$ cat config.mk
export PLATFORM = sky130hd
export DESIGN_NAME = serial_rx_top
export DESIGN_NICKNAME = d
export VERILOG_FILES = /design/src/rtl/serial_rx_pkg.sv /design/src/rtl/serial_rx_sync.sv /design/src/rtl/serial_rx_frame.sv /design/src/rtl/serial_rx_hold.sv /design/src/rtl/serial_rx_top.sv
export SDC_FILE = /design/constraint.sdc
export NUM_CORES = 1
export LEC_CHECK = 0
export BUFFER_PORTS_ARGS = -buffer_cell sky130_fd_sc_hd__clkbuf_2
export CORE_MARGIN = 3
export CORE_UTILIZATION = 32
export CTS_CLUSTER_DIAMETER = 60
export CTS_CLUSTER_SIZE = 40
export DETAILED_ROUTE_END_ITERATION = 12
export GPL_TIMING_DRIVEN = 1
export HOLD_SLACK_MARGIN = 0.03
export SETUP_SLACK_MARGIN = 0.1
export SLEW_MARGIN = 10
export SYNTH_ARGS = -nofsm -noshare
export SYNTH_HDL_FRONTEND = slang
export SYNTH_SLANG_ARGS = --single-unit
export TNS_END_PERCENT = 10
$ cat constraint.sdc
create_clock -name clk -period 2.11 [get_ports clk]
set_clock_uncertainty 0.05 [all_clocks]
set_input_delay 0.422 -clock clk [delete_from_list [all_inputs] [get_ports clk]]
set_output_delay 0.422 -clock clk [all_outputs]
set_load 0.02 [all_outputs]
$ cat src/rtl/serial_rx_pkg.sv
package serial_rx_pkg;
   typedef enum logic [2:0] {
      ST_HUNT  = 3'd0,
      ST_START = 3'd1,
      ST_DATA  = 3'd2,
      ST_PAR   = 3'd3,
      ST_STOP  = 3'd4
   } rx_state_e;

   typedef struct packed {
      logic word8;
      logic par_en;
      logic par_odd;
   } rx_fmt_t;
endpackage

$ cat src/rtl/serial_rx_sync.sv
module serial_rx_sync #(
   parameter int STAGES = 2,
   parameter int WIDTH  = 1
) (
   input  logic             clk,
   input  logic             rst_n,
   input  logic [WIDTH-1:0] d_in,
   input  logic [WIDTH-1:0] rst_val,
   output logic [WIDTH-1:0] d_out
);
   logic [WIDTH-1:0] chain [STAGES];

   generate
      for (genvar s = 0; s < STAGES; s++) begin : g_stage
         if (s == 0) begin : g_first
            always_ff @(posedge clk or negedge rst_n) begin
               if (!rst_n) chain[s] <= rst_val;
               else        chain[s] <= d_in;
            end
         end else begin : g_next
            always_ff @(posedge clk or negedge rst_n) begin
               if (!rst_n) chain[s] <= rst_val;
               else        chain[s] <= chain[s-1];
            end
         end
      end
   endgenerate

   assign d_out = chain[STAGES-1];
endmodule

$ cat src/rtl/serial_rx_frame.sv
module serial_rx_frame
   import serial_rx_pkg::*;
#(
   parameter int DATA_W   = 8,
   parameter int DIV_MID  = 16,
   parameter int DIV_HIGH = 64
) (
   input  logic              clk,
   input  logic              rst_n,
   input  logic              tick,
   input  logic              rxd_s,
   input  logic [1:0]        div_sel,
   input  rx_fmt_t           fmt_in,
   output logic              done,
   output logic [DATA_W-1:0] char_out,
   output logic              char_perr,
   output logic              char_ferr
);
   localparam int CW = $clog2(DIV_HIGH) + 1;
   localparam int BW = $clog2(DATA_W);

   rx_state_e         st;
   logic [CW-1:0]     cnt;
   logic [CW-1:0]     ratio_q;
   logic [CW-1:0]     ratio_sel;
   logic [BW-1:0]     bitn;
   logic [BW-1:0]     last_bit;
   logic [DATA_W-1:0] shreg;
   logic              pbit;
   rx_fmt_t           fmt_q;

   always_comb begin
      case (div_sel)
         2'd0:    ratio_sel = CW'(1);
         2'd1:    ratio_sel = CW'(DIV_MID);
         default: ratio_sel = CW'(DIV_HIGH);
      endcase
   end

   assign last_bit = fmt_q.word8 ? BW'(DATA_W - 1) : BW'(DATA_W - 2);

   always_ff @(posedge clk or negedge rst_n) begin
      if (!rst_n) begin
         st        <= ST_HUNT;
         cnt       <= '0;
         ratio_q   <= CW'(1);
         bitn      <= '0;
         shreg     <= '0;
         pbit      <= 1'b0;
         fmt_q     <= '0;
         done      <= 1'b0;
         char_out  <= '0;
         char_perr <= 1'b0;
         char_ferr <= 1'b0;
      end else begin
         done <= 1'b0;
         if (tick) begin
            case (st)
               ST_HUNT: begin
                  if (!rxd_s) begin
                     cnt     <= '0;
                     bitn    <= '0;
                     shreg   <= '0;
                     pbit    <= 1'b0;
                     fmt_q   <= fmt_in;
                     ratio_q <= ratio_sel;
                     st      <= (ratio_sel == CW'(1)) ? ST_DATA : ST_START;
                  end
               end
               ST_START: begin
                  if (cnt == (ratio_q >> 1) - CW'(1)) begin
                     cnt <= '0;
                     st  <= rxd_s ? ST_HUNT : ST_DATA;
                  end else begin
                     cnt <= cnt + CW'(1);
                  end
               end
               ST_DATA: begin
                  if (cnt == ratio_q - CW'(1)) begin
                     cnt         <= '0;
                     shreg[bitn] <= rxd_s;
                     if (bitn == last_bit)
                        st <= fmt_q.par_en ? ST_PAR : ST_STOP;
                     else
                        bitn <= bitn + BW'(1);
                  end else begin
                     cnt <= cnt + CW'(1);
                  end
               end
               ST_PAR: begin
                  if (cnt == ratio_q - CW'(1)) begin
                     cnt  <= '0;
                     pbit <= rxd_s;
                     st   <= ST_STOP;
                  end else begin
                     cnt <= cnt + CW'(1);
                  end
               end
               ST_STOP: begin
                  if (cnt == ratio_q - CW'(1)) begin
                     cnt       <= '0;
                     done      <= 1'b1;
                     char_out  <= shreg;
                     char_ferr <= ~rxd_s;
                     char_perr <= fmt_q.par_en & ((^shreg) ^ pbit ^ fmt_q.par_odd);
                     st        <= ST_HUNT;
                  end else begin
                     cnt <= cnt + CW'(1);
                  end
               end
               default: st <= ST_HUNT;
            endcase
         end
      end
   end
endmodule

$ cat src/rtl/serial_rx_hold.sv
module serial_rx_hold #(
   parameter int DATA_W = 8
) (
   input  logic              clk,
   input  logic              rst_n,
   input  logic              done,
   input  logic [DATA_W-1:0] char_in,
   input  logic              char_perr,
   input  logic              char_ferr,
   input  logic              rd_data,
   input  logic              rd_status,
   input  logic              dcd_s,
   output logic [DATA_W-1:0] rx_data,
   output logic              rx_full,
   output logic              par_err,
   output logic              frm_err,
   output logic              ovr_err,
   output logic              dcd_lost
);
   logic stat_seen;
   logic data_seen;

   always_ff @(posedge clk or negedge rst_n) begin
      if (!rst_n) begin
         rx_data <= '0;
         rx_full <= 1'b0;
         par_err <= 1'b0;
         frm_err <= 1'b0;
         ovr_err <= 1'b0;
      end else if (done && rx_full && !rd_data) begin
         ovr_err <= 1'b1;
      end else if (done) begin
         rx_data <= char_in;
         rx_full <= 1'b1;
         par_err <= char_perr;
         frm_err <= char_ferr;
         ovr_err <= 1'b0;
      end else if (rd_data) begin
         rx_full <= 1'b0;
         par_err <= 1'b0;
         frm_err <= 1'b0;
         ovr_err <= 1'b0;
      end
   end

   always_ff @(posedge clk or negedge rst_n) begin
      if (!rst_n) begin
         dcd_lost  <= 1'b0;
         stat_seen <= 1'b0;
         data_seen <= 1'b0;
      end else if (dcd_s) begin
         dcd_lost  <= 1'b1;
         stat_seen <= 1'b0;
         data_seen <= 1'b0;
      end else if (dcd_lost) begin
         if ((stat_seen || rd_status) && (data_seen || rd_data)) begin
            dcd_lost  <= 1'b0;
            stat_seen <= 1'b0;
            data_seen <= 1'b0;
         end else begin
            stat_seen <= stat_seen | rd_status;
            data_seen <= data_seen | rd_data;
         end
      end
   end
endmodule

$ cat src/rtl/serial_rx_top.sv
module serial_rx_top
   import serial_rx_pkg::*;
#(
   parameter int DATA_W      = 8,
   parameter int DIV_MID     = 16,
   parameter int DIV_HIGH    = 64,
   parameter int SYNC_STAGES = 2
) (
   input  logic              clk,
   input  logic              rst_n,
   input  logic              rx_clk,
   input  logic              rxd,
   input  logic              dcd,
   input  logic [1:0]        div_sel,
   input  logic              word8,
   input  logic              par_en,
   input  logic              par_odd,
   input  logic              rd_data,
   input  logic              rd_status,
   output logic [DATA_W-1:0] rx_data,
   output logic              rx_full,
   output logic              par_err,
   output logic              frm_err,
   output logic              ovr_err,
   output logic              dcd_lost
);
   generate
      if (DIV_MID < 2 || (DIV_MID & (DIV_MID - 1)) != 0) begin : g_bad_mid
         $error("DIV_MID must be a power of two of at least 2");
      end
      if (DIV_HIGH < DIV_MID || (DIV_HIGH & (DIV_HIGH - 1)) != 0) begin : g_bad_high
         $error("DIV_HIGH must be a power of two not below DIV_MID");
      end
      if (DATA_W < 2) begin : g_bad_w
         $error("DATA_W must be at least 2");
      end
      if (SYNC_STAGES < 2) begin : g_bad_sync
         $error("SYNC_STAGES must be at least 2");
      end
   endgenerate

   logic [2:0]        sync_q;
   logic              rxclk_s, rxd_s, dcd_s;
   logic              rxclk_d;
   logic              tick;
   logic              frm_done;
   logic [DATA_W-1:0] frm_char;
   logic              frm_perr, frm_ferr;
   rx_fmt_t           fmt;

   serial_rx_sync #(.STAGES(SYNC_STAGES), .WIDTH(3)) u_sync (
      .clk     (clk),
      .rst_n   (rst_n),
      .d_in    ({rx_clk, rxd, dcd}),
      .rst_val (3'b010),
      .d_out   (sync_q)
   );
   assign {rxclk_s, rxd_s, dcd_s} = sync_q;

   always_ff @(posedge clk or negedge rst_n) begin
      if (!rst_n) rxclk_d <= 1'b0;
      else        rxclk_d <= rxclk_s;
   end
   assign tick = rxclk_s & ~rxclk_d;

   assign fmt = '{word8: word8, par_en: par_en, par_odd: par_odd};

   serial_rx_frame #(.DATA_W(DATA_W), .DIV_MID(DIV_MID), .DIV_HIGH(DIV_HIGH)) u_frame (
      .clk       (clk),
      .rst_n     (rst_n),
      .tick      (tick),
      .rxd_s     (rxd_s),
      .div_sel   (div_sel),
      .fmt_in    (fmt),
      .done      (frm_done),
      .char_out  (frm_char),
      .char_perr (frm_perr),
      .char_ferr (frm_ferr)
   );

   serial_rx_hold #(.DATA_W(DATA_W)) u_hold (
      .clk       (clk),
      .rst_n     (rst_n),
      .done      (frm_done),
      .char_in   (frm_char),
      .char_perr (frm_perr),
      .char_ferr (frm_ferr),
      .rd_data   (rd_data),
      .rd_status (rd_status),
      .dcd_s     (dcd_s),
      .rx_data   (rx_data),
      .rx_full   (rx_full),
      .par_err   (par_err),
      .frm_err   (frm_err),
      .ovr_err   (ovr_err),
      .dcd_lost  (dcd_lost)
   );
endmodule

==> summary.md, run 1 <==
| Metric | Value |
|---|---|
| Status | finished, violations left |
| Violated checks | negative setup slack |
| Syn_area_per_cell | approximately 11 um^2 |
| Post-synth top cells | 58 x dfrtp_1, 28 x nand2_1, 23 x o21ai_0 |
| Diode count | 0 |
| Max Fanout on Critical Path | 8 |
| Mapped Cells | 277 |
| Slew Viols, Final | 0 |
| CP required | 2.27 ns |
| H-Tree Depth | 3 |
| MaxCap Viol Count | 0 |
| Core ar. | 8930 um^2 |
| Hold WS | approximately 0.014 ns |
| DIE WIDTH | between 100 and 150 um |
| Die area | around 11000 um^2 |
| Drc violations | 0 |
| WL per Instance | approximately 14 um |
| Post-synthesis cell area | about 3000 um^2 |
| Total Wirelength | 6110 um |
| Pleak | 1.73 nW |
| Post-DRT Antenna Nets | 0 |
| Synth async-reset ratio | 100% |
| Netlist cell types | 50 |
| Area growth, synth to finish | 25.9% |
| Starting DRT DRC Count | between 150 and 200 |
| CTS Sinks | 61 |
| Row cnt | 34 |
| Final period utilization | 100% |
| FMAX | approximately 470 MHz |
| Quantity of I/O buffers inserted on ports | 24 |
| Count leader, synth | dfrtp_1 |
| Worst setup SP type | flip-flop |
| Clk root buf | clkbuf_8 |
| Die height | a little over 100 um |
| Hold Violations, Final | 0 |
| Crit-path slowest cell | dfstp_2 |
| Area contributors post-synth | dfrtp_1 48%, mux2_2 6.3%, o21ai_0 3.8% |
| Register area share after synthesis | between 50% and 60% |
| Worst path arrival time | 2.28 ns |
| Via density | ~5.0 |
| Layout cells sized above 1 | 33.0% |
| Crit path cell chain | inv_1, ha_2, or2_4, mux2i_4, buf_4, a41oi_4, o31ai_1, o21ai_0 |
| GR Util All Layers | 13.0% |
| Hold Path Class | input port to asynchronous set/reset pin |
| First-pass GRT wire length | around 11000 um |
| Number of global-route vias before repair | roughly 2.3k |
| EDFF count, synth | 0 |
| Total negative setup slack | -0.0148 ns |
| Vias | approximately 2.2k |
| Syn. warnings | 0 |
| Crit. End Element | flip-flop |
| Slew HR | a little under three quarters |
| Gpl congestion | 0.848 |
| Synth top area share | 48.1% |
| R2R Setup Slk | -0.008 ns |
| Worst Max-Slew Pin Slew | around 0.42 ns |
| Total congestion overflow | 0 |
| # IOs | 25 |
| PwrDens | 1240 nW/um^2 |
| Hpwl dp | between 4000 and 5000 um |
| Fin nets | 350 |
| Slowest cell delay on critical path | between 0.5 and 0.6 ns |
| Hold Buf Count CTS | 0 |
| Clk_lat worst skew | between 0.3 and 0.4 ns |
| Pin count of the biggest net entering global routing | slightly above 60 |
| Dominant synthesized flop cell | dfrtp_1 |
| Minimum clock period | 2.12 ns |
| Inserted Clock Buffers | 9 |
| Initial core utilization | 33.8% |
| Mapped Nets | between 200 and 300 |
| Cell taking the most area after synthesis | dfrtp_1 |
| Reg clk slew, reported paths | about 0.07 ns |
| Clk buf depth | 2 |
| Synth Register Bits | between 60 and 70 |
| Pre-CTS WS | -0.0793 ns |
| Worst setup path class | flip-flop to flip-flop |
| CTS tree | yes |
| DRT Pass-1 Iters | 4 |
| Antenna violations before repair | 0 |
| Final worst slack | -0.00804 ns |
| RSZ-0062 raised after global routing | yes |
| Final setup vio count | 2 |
| Peak supply drop | 0.000531 V |
[flip-flops by register name, indices dropped and copies added (netlist names)]
signal	cells
u_hold.par_err	1
u_frame.cnt	7
u_hold.data_seen	1
u_frame.char_perr	1
u_frame.done	1
u_sync.chain	3
u_frame.char_ferr	1
u_hold.ovr_err	1
u_frame.pbit	1
u_hold.stat_seen	1
u_frame.bitn	3
u_hold.rx_data	8
u_hold.frm_err	1
u_hold.rx_full	1
u_frame.fmt_q	3
rxclk_d	1
u_sync.d_out	3
u_hold.dcd_lost	1
u_frame.st	3
u_frame.char_out	8
u_frame.ratio_q	3
u_frame.shreg	8
[worst paths after layout]
path,to,cells after the start,from
worst min-delay path,u_frame.cnt[6]$_DFFE_PN0P_,2,rst_n
max in group asynchronous,u_frame.ratio_q[0]$_DFFE_PN1P_,2,rst_n
worst max register to register,u_frame.shreg[7]$_DFFE_PN0P_,8,u_frame.ratio_q[0]$_DFFE_PN1P_
min in group clk,u_sync.chain[4]$_DFF_PN1_,1,rxd
worst min register to register,u_sync.d_out[0]$_DFF_PN0_,0,u_sync.chain[3]$_DFF_PN0_
worst max-delay path,u_frame.shreg[7]$_DFFE_PN0P_,8,u_frame.ratio_q[0]$_DFFE_PN1P_
[power by group]
group / switching, mW / internal [mW] / total [mW]
clock network: 0.467 / 0.899 / 1.37
registers: 0.228 / 1.33 / 1.56
logic: 0.908 / 0.870 / 1.78
[per-stage QoR]
stage | cells | cell area [um^2] | total power, mW | util (%)
after global routing | 447 | 3800 | 5.01 | 42.6
final | 447 | 3800 | 4.71 | 42.6
after floorplan | 277 | 3060 | 2.61 | -
after global placement | 427 | 3480 | 3.17 | 38.9
after detailed placement | 427 | 3480 | 3.20 | 38.9
after CTS | 447 | 3790 | 4.71 | 42.5
[area by class of cell]
cell class                 instances  area (um^2)
tap                              108          135
inverter                          13         48.8
timing repair buffer              56          384
sequential                        61         1530
multi-input combinational        193         1440
clock buffer                       9          124
clock inverter                     7          138
fill                             859         5130
[critical path, delay by kind of cell, from the launching register on]
family          cells  cell delay [ns]
compound gates      3             0.57
fa+ha+maj           1             0.18
buf+inv             2             0.22
flops               1             0.54
mux                 1             0.19
simple gates        1             0.23
[repair_timing]
item                       CTS  global route
setup buffers                4             0
cloned                       0             0
pin swaps                    6             1
gates resized for setup      6             4
setup endpoints to repair   26            32
[logic make-up after synthesis]
kind of cell / share of synthesized area, %
muxes: 10.3
buffers and inverters: 3.48
AOI/OAI and AO/OA: 15.4
xor gates and xnor gates: 4.06
and+or+nand+nor: 14.4
adders and majority gates: 1.66
DFF: 50.7
[cell usage in the layout (no fill, tap or decap), drive strengths merged, types with 3 or more instances in the layout]
cell type	Yosys	final
a21o	3	3
a21oi	8	8
a31oi	5	5
buf	5	32
bufinv	0	4
clkbuf	5	33
dfrtp	58	58
dfstp	3	3
ha	4	4
inv	13	13
mux2	23	23
mux2i	3	3
nand2	28	28
nand2b	7	7
nand3	4	4
nand4	5	5
nor2	10	10
nor2b	3	3
nor3	12	12
o211ai	4	4
o21ai	27	27
o22ai	3	3
o31ai	7	7
xnor2	11	11
xor2	3	3
[metal layers]
metal	track usage, %	vias to the layer above	wire [um]
li1	-	1109	-
met5	0	-	0
met3	4.33	8	284
met1	17.3	1075	2910
met4	4.68	0	107
met2	19.9	51	2810
(Power assumes the default switching activity.)
==> inputs of run 2 (changes only) <==
Settings changed: PLACE_DENSITY set to 0.46.
Clock period 2.11 ns to 1.9 ns, I/O delays scaled along.
==> run 2 against run 1 <==
First-iteration DRC count is 21% lower. Critical path depth fell by 3. Cell area up 0.66%. Die area did not move. Critical endpoint is now u_frame.st[1]$_DFFE_PN0P_. The flow still finishes with violations (negative setup slack). Sequential power is 8% higher. Clock-buffer cell count unchanged.
==> summary.md, run 2 (synthesis results as in run 1) <==
| Metric | Value |
|---|---|
| Slowest cell delay on critical path | 0.56 ns (+0.02 ns) |
| Diode count | 0 (unchanged) |
| Clk buf depth | 2 (unchanged) |
| Slew HR | 73.4% (+1.6 points) |
| Core ar. | 8930 um^2 (unchanged) |
| Worst Max-Slew Pin Slew | 0.399 ns (-0.0238 ns) |
| # IOs | 25 (unchanged) |
| R2R Setup Slk | -0.27 ns (-0.26 ns) |
| Quantity of I/O buffers inserted on ports | 24 (unchanged) |
| FMAX | 461 MHz (-2.3%) |
| CP required | 2.08 ns (-0.19 ns) |
| Status | finished, violations left |
| Peak supply drop | 0.000690 V (+30%) |
| Post-DRT Antenna Nets | 0 (unchanged) |
| PwrDens | 1300 nW/um^2 (+5.3%) |
| Max Fanout on Critical Path | 6 (-2) |
| Die area | 10600 um^2 (unchanged) |
| Design area | 3830 um^2 (+0.66%) |
| Most frequent cells in the layout | 58 x dfrtp_1, 34 x buf_4, 27 x nand2_1 |
| Pleak | 1.75 nW (+1.3%) |
| Starting DRT DRC Count | 120 (-21%) |
| Hold WS | 0.0685 ns (+0.0544 ns) |
| MaxCap Viol Count | 0 (unchanged) |
| Placed inst area | 3540 um^2 (+1.7%) |
| Fin nets | 356 (+1.7%) |
| Crit-path slowest cell | dfstp_2 |
| CTS Sinks | 61 (unchanged) |
| Area growth, synth to finish | 26.8% |
| GR Util All Layers | 13.1% (+0.068 points) |
| Crit. End Element | flip-flop |
| Slew Viols, Final | 0 (unchanged) |
| Hpwl dp | 4590 um (+5.8%) |
| Hold Path Class | input port to flip-flop |
| Violated checks | negative setup slack |
| Worst setup SP type | flip-flop |
| Via density | 4.88 (-2.8%) |
| Minimum clock period | 2.17 ns (+0.0509 ns) |
| WL per Instance | 13.7 um (+0.37%) |
| Row cnt | 34 (unchanged) |
| Worst path arrival time | 2.35 ns (+0.07 ns) |
| Clk_lat worst skew | 0.34 ns (about the same) |
| Top flop regs | u_frame.char_out x8, u_frame.shreg x8, u_hold.rx_data x8 |
| CTS tree | yes |
| Gpl congestion | 0.825 (-2.7%) |
| Drc violations | 0 (unchanged) |
| Worst setup path class | flip-flop to flip-flop |
| Final setup vio count | 32 (+30) |
| Antenna violations before repair | 0 (unchanged) |
| Final period utilization | 114% (+14 points) |
| Placed cell count | 435 (+1.9%) |
| Non-filler cells, final | 453 (+1.3%) |
| Die height | 103 um (unchanged) |
| Reg clk slew, reported paths | 0.07 ns (about the same) |
| Initial core utilization | 33.8% (unchanged) |
| Inserted Clock Buffers | 9 (unchanged) |
| RSZ-0062 raised after global routing | yes |
| Layout cells sized above 1 | 35.7% (+2.6 points) |
| Clk root buf | clkbuf_8 |
| Total Wirelength | 6220 um (+1.7%) |
| Vias | 2209 (-1.5%) |
| Total congestion overflow | 0 (unchanged) |
| Pin count of the biggest net entering global routing | 62 (unchanged) |
| Hold Violations, Final | 0 (unchanged) |
| First-pass GRT wire length | 10600 um (-1.0%) |
| Number of global-route vias before repair | 2153 (-4.7%) |
| Core Util, Final | 42.8% (+0.28 points) |
| Final worst slack | -0.269 ns (-0.261 ns) |
| DIE WIDTH | 103 um (unchanged) |
| Commonest non-fill, non-tap cell in the layout | dfrtp_1 |
| Final Total Pwr | 4.99 mW (+6.0%) |
| DRT Pass-1 Iters | 4 (unchanged) |
| Crit path cell chain | or4b_4, o32ai_4, a31oi_4, nor3_4, mux2_4 |
| H-Tree Depth | 3 (unchanged) |
==> run 2: cell count changes in the layout (fill, tap and decap cells not counted), sizes merged <==
| cell | before | now |
|---|---|---|
| clkinv | 2 | 3 |
| buf | 32 | 37 |
| inv | 13 | 14 |
| bufinv | 4 | 2 |
| dlygate4sd3 | 0 | 1 |
==> run 2: layout make-up <==
cell class	instances	area, um^2
inverters	13	48.8
well taps	108	135
multi-input cells	193	1460
clock buffers	9	124
clock inverters	7	98.8
repair buffers	62	428
fillers	866	5110
flip-flops and latches	61	1530
==> run 2: critical path: cells and delay by family (launching register included) <==
family	cells	cell delay [ns]
DFF	1	0.56
AOI/OAI and AO/OA	2	0.41
muxes	1	0.31
and+or+nand+nor	2	0.73
==> run 2: power by group <==
| part | leakage [nW] | switching [mW] | internal, mW |
|---|---|---|---|
| clock | 0.110 | 0.540 | 0.744 |
| sequential | 0.791 | 0.203 | 1.48 |
| combinational | 0.850 | 1.03 | 0.985 |
| total | 1.75 | 1.77 | 3.21 |
==> run 2: layer usage <==
metal / up-vias / GRT usage, % / routed length [um]
met2: 38 / 19.8 / 2760
met3: 10 / 3.86 / 240
met4: 0 / 5.08 / 112
li1: 1125 / - / -
met5: - / 0 / 0
met1: 1036 / 17.7 / 3100
==> run 2: worst paths after layout <==
| kind | endpoint | depth (start not counted) | from |
|---|---|---|---|
| min in group asynchronous | u_hold.frm_err$_DFFE_PN0P_ | 3 | rst_n |
| worst max-delay path | u_frame.st[1]$_DFFE_PN0P_ | 5 | u_frame.ratio_q[0]$_DFFE_PN1P_ |
| worst min-delay path | u_sync.chain[4]$_DFF_PN1_ | 1 | rxd |
| worst max register to register | u_frame.st[1]$_DFFE_PN0P_ | 5 | u_frame.ratio_q[0]$_DFFE_PN1P_ |
| worst min register to register | u_sync.d_out[0]$_DFF_PN0_ | 0 | u_sync.chain[3]$_DFF_PN0_ |
| max in group asynchronous | u_sync.chain[4]$_DFF_PN1_ | 3 | rst_n |
==> run 2: timing repair <==
item	4_1_cts	5_1_grt
pin swaps	0	9
gates cloned	0	0
resized for setup	2	15
hold buffers	1	0
endpoints found under the hold margin	58	0
buffers inserted	0	1
setup endpoints to repair	33	38
==> run 2: per-stage QoR <==
stage	TNS [ns]	worst slack [ns]
2_1_floorplan	-1.88	-0.229
3_3_place_gp	-4.40	-0.201
4_1_cts	-5.07	-0.235
6_report	-5.77	-0.269
3_5_place_dp	-4.77	-0.214
5_1_grt	-9.44	-0.366
==> inputs of run 3 (changes only) <==
Settings changed: RECOVER_POWER set to 100.
==> run 3 against run 2 <==
The run still ends with negative setup slack left. Flip-flop and latch count unchanged. Largest power group unchanged. Largest cell class unchanged. Power is 0.16% lower. Die area stayed put. Fmax barely moved. Worst hold slack lost 0.00078 ns. Sequential share of layout area is 0.33 points higher. Utilization decreased by 0.35 points.
==> summary.md, run 3 (synthesis results as in run 1) <==
| Metric | Value |
|---|---|
| Status | finished, violations left |
| Violated checks | negative setup slack |
| PwrDens | 1310 nW/um^2 (+0.66%) |
| Non-filler cells, final | 453 (unchanged) |
| Core Util, Final | 42.5% (-0.35 points) |
| Slew Viols, Final | 0 (unchanged) |
| Reg clk slew, reported paths | 0.07 ns (about the same) |
| Placed inst area | 3540 um^2 (unchanged) |
| Diode count | 0 (unchanged) |
| Core ar. | 8930 um^2 (unchanged) |
| # IOs | 25 (unchanged) |
| Number of global-route vias before repair | 2153 (unchanged) |
| WHS Path Cells | 1 (unchanged) |
| Drc violations | 0 (unchanged) |
| Fill cells | 879 (+1.5%) |
| Commonest non-fill, non-tap cell in the layout | dfrtp_1 |
| Worst Max-Slew Pin Slew | 0.832 ns (+0.433 ns) |
| Gpl congestion | 0.825 (unchanged) |
| Clk_lat worst skew | 0.34 ns (about the same) |
| Reg2reg path depth | 5 (unchanged) |
| GR Util All Layers | 13.1% (unchanged) |
| MaxCap Viol Count | 0 (unchanged) |
| Pre-CTS WS | -0.214 ns (unchanged) |
| Vias | 2219 (+0.45%) |
| Final worst slack | -0.270 ns (-0.00113 ns) |
| RSZ-0062 raised after global routing | yes |
| Layout cells sized above 1 | 31.6% (-4.1 points) |
| Post-DRT Antenna Nets | 0 (unchanged) |
| Starting DRT DRC Count | 113 (-5.8%) |
| Total congestion overflow | 0 (unchanged) |
| H-Tree Depth | 3 (unchanged) |
| Final Total Pwr | 4.98 mW (-0.16%) |
| FMAX | 461 MHz (about the same) |
| Fin nets | 356 (unchanged) |
| Placed cell count | 435 (unchanged) |
| Pleak | 1.70 nW (-2.8%) |
| Clk buf depth | 2 (unchanged) |
| Hold Path Class | input port to flip-flop |
| Via density | 4.90 (+0.45%) |
| Design area | 3800 um^2 (-0.82%) |
| Top flop regs | u_frame.char_out x8, u_frame.shreg x8, u_hold.rx_data x8 |
| Hold WS | 0.0677 ns (-0.000776 ns) |
| Antenna violations before repair | 0 (unchanged) |
| Worst setup path class | flip-flop to flip-flop |
| Hpwl dp | 4590 um (unchanged) |
| Total Wirelength | 6240 um (+0.37%) |
| DIE WIDTH | 103 um (unchanged) |
| DRT Pass-1 Iters | 4 (unchanged) |
| Final setup vio count | 32 (unchanged) |
| Area growth, synth to finish | 25.7% |
| Worst path arrival time | 2.35 ns (about the same) |
| Hold Violations, Final | 0 (unchanged) |
| Peak supply drop | 0.000689 V (about the same) |
| Worst setup SP type | flip-flop |
| Final period utilization | 114% (about the same) |
| Crit. End Element | flip-flop |
| CP required | 2.08 ns (about the same) |
| Inserted Clock Buffers | 9 (unchanged) |
| Total negative setup slack | -5.81 ns (-0.0439 ns) |
| Max Fanout on Critical Path | 6 (unchanged) |
| Die height | 103 um (unchanged) |
| Quantity of I/O buffers inserted on ports | 24 (unchanged) |
| WL per Instance | 13.8 um (+0.37%) |
| Minimum clock period | 2.17 ns (+0.00113 ns) |
| First-pass GRT wire length | 10600 um (unchanged) |
| Initial core utilization | 33.8% (unchanged) |
| Pin count of the biggest net entering global routing | 62 (unchanged) |
| CTS Sinks | 61 (unchanged) |
| Clk root buf | clkbuf_8 |
| Slew HR | 44.5% (-29 points) |
| Most frequent cells in the layout | 58 x dfrtp_1, 34 x buf_4, 28 x nand2_1 |
| Die area | 10600 um^2 (unchanged) |
| Row cnt | 34 (unchanged) |
| CTS tree | yes |
## run 3: cell types whose count changed in the layout (fill, tap and decap cells not counted)
cell | previous run | this run
clkbuf_2 | 24 | 11
nand2_2 | 1 | 0
buf_12 | 1 | 0
clkbuf_1 | 0 | 13
nand2_1 | 27 | 28
clkbuf_4 | 0 | 1
## run 3: per-layer routing
metal	global-route usage (%)	vias to the layer above	part of all wire [%]
met5	0	-	0
met4	5.08	0	1.8
met3	3.86	10	4.5
met2	19.8	46	44
met1	17.7	1037	50
li1	-	1126	-
## run 3: what timing repair did
| action | in CTS | in global routing |
|---|---|---|
| setup buffers | 0 | 1 |
| gates resized for setup | 2 | 15 |
| hold buffers | 1 | 0 |
| pin swaps | 0 | 9 |
| endpoints found under the hold margin | 58 | 0 |
| cloned | 0 | 0 |
| endpoints found under the setup margin | 33 | 38 |
## run 3: cell type report
cell class / count / area, um^2 / area share (%)
clock inverters: 7 / 98.8 / 2.60
clock buffers: 9 / 124 / 3.26
inverters: 13 / 48.8 / 1.29
flip-flops and latches: 61 / 1530 / 40.3
well taps: 108 / 135 / 3.56
repair buffers: 62 / 399 / 10.5
multi-input cells: 193 / 1460 / 38.5
## run 3: final timing paths
check	start	slack (ns)	to
worst max-delay path	u_frame.ratio_q[0]$_DFFE_PN1P_	-0.27	u_frame.st[1]$_DFFE_PN0P_
worst min-delay path	rxd	0.07	u_sync.chain[4]$_DFF_PN1_
worst max register to register	u_frame.ratio_q[0]$_DFFE_PN1P_	-0.27	u_frame.st[1]$_DFFE_PN0P_
worst min register to register	u_sync.chain[3]$_DFF_PN0_	0.30	u_sync.d_out[0]$_DFF_PN0_
max in group asynchronous	rst_n	0.52	u_frame.shreg[6]$_DFFE_PN0P_
min in group asynchronous	rst_n	0.74	u_sync.d_out[0]$_DFF_PN0_
## run 3: worst max-delay path: stages, from the launching register on
cell and delay, ns:
dfstp_2 0.56, or4b_4 0.48, o32ai_4 0.22, a31oi_4 0.19, nor3_4 0.25, mux2_4 0.31
## run 3: power breakdown
part	internal [mW]	leakage [nW]	switching [mW]	total, mW
sequential	1.48	0.791	0.202	1.69
combinational	0.980	0.800	1.03	2.01
clock	0.744	0.110	0.541	1.29
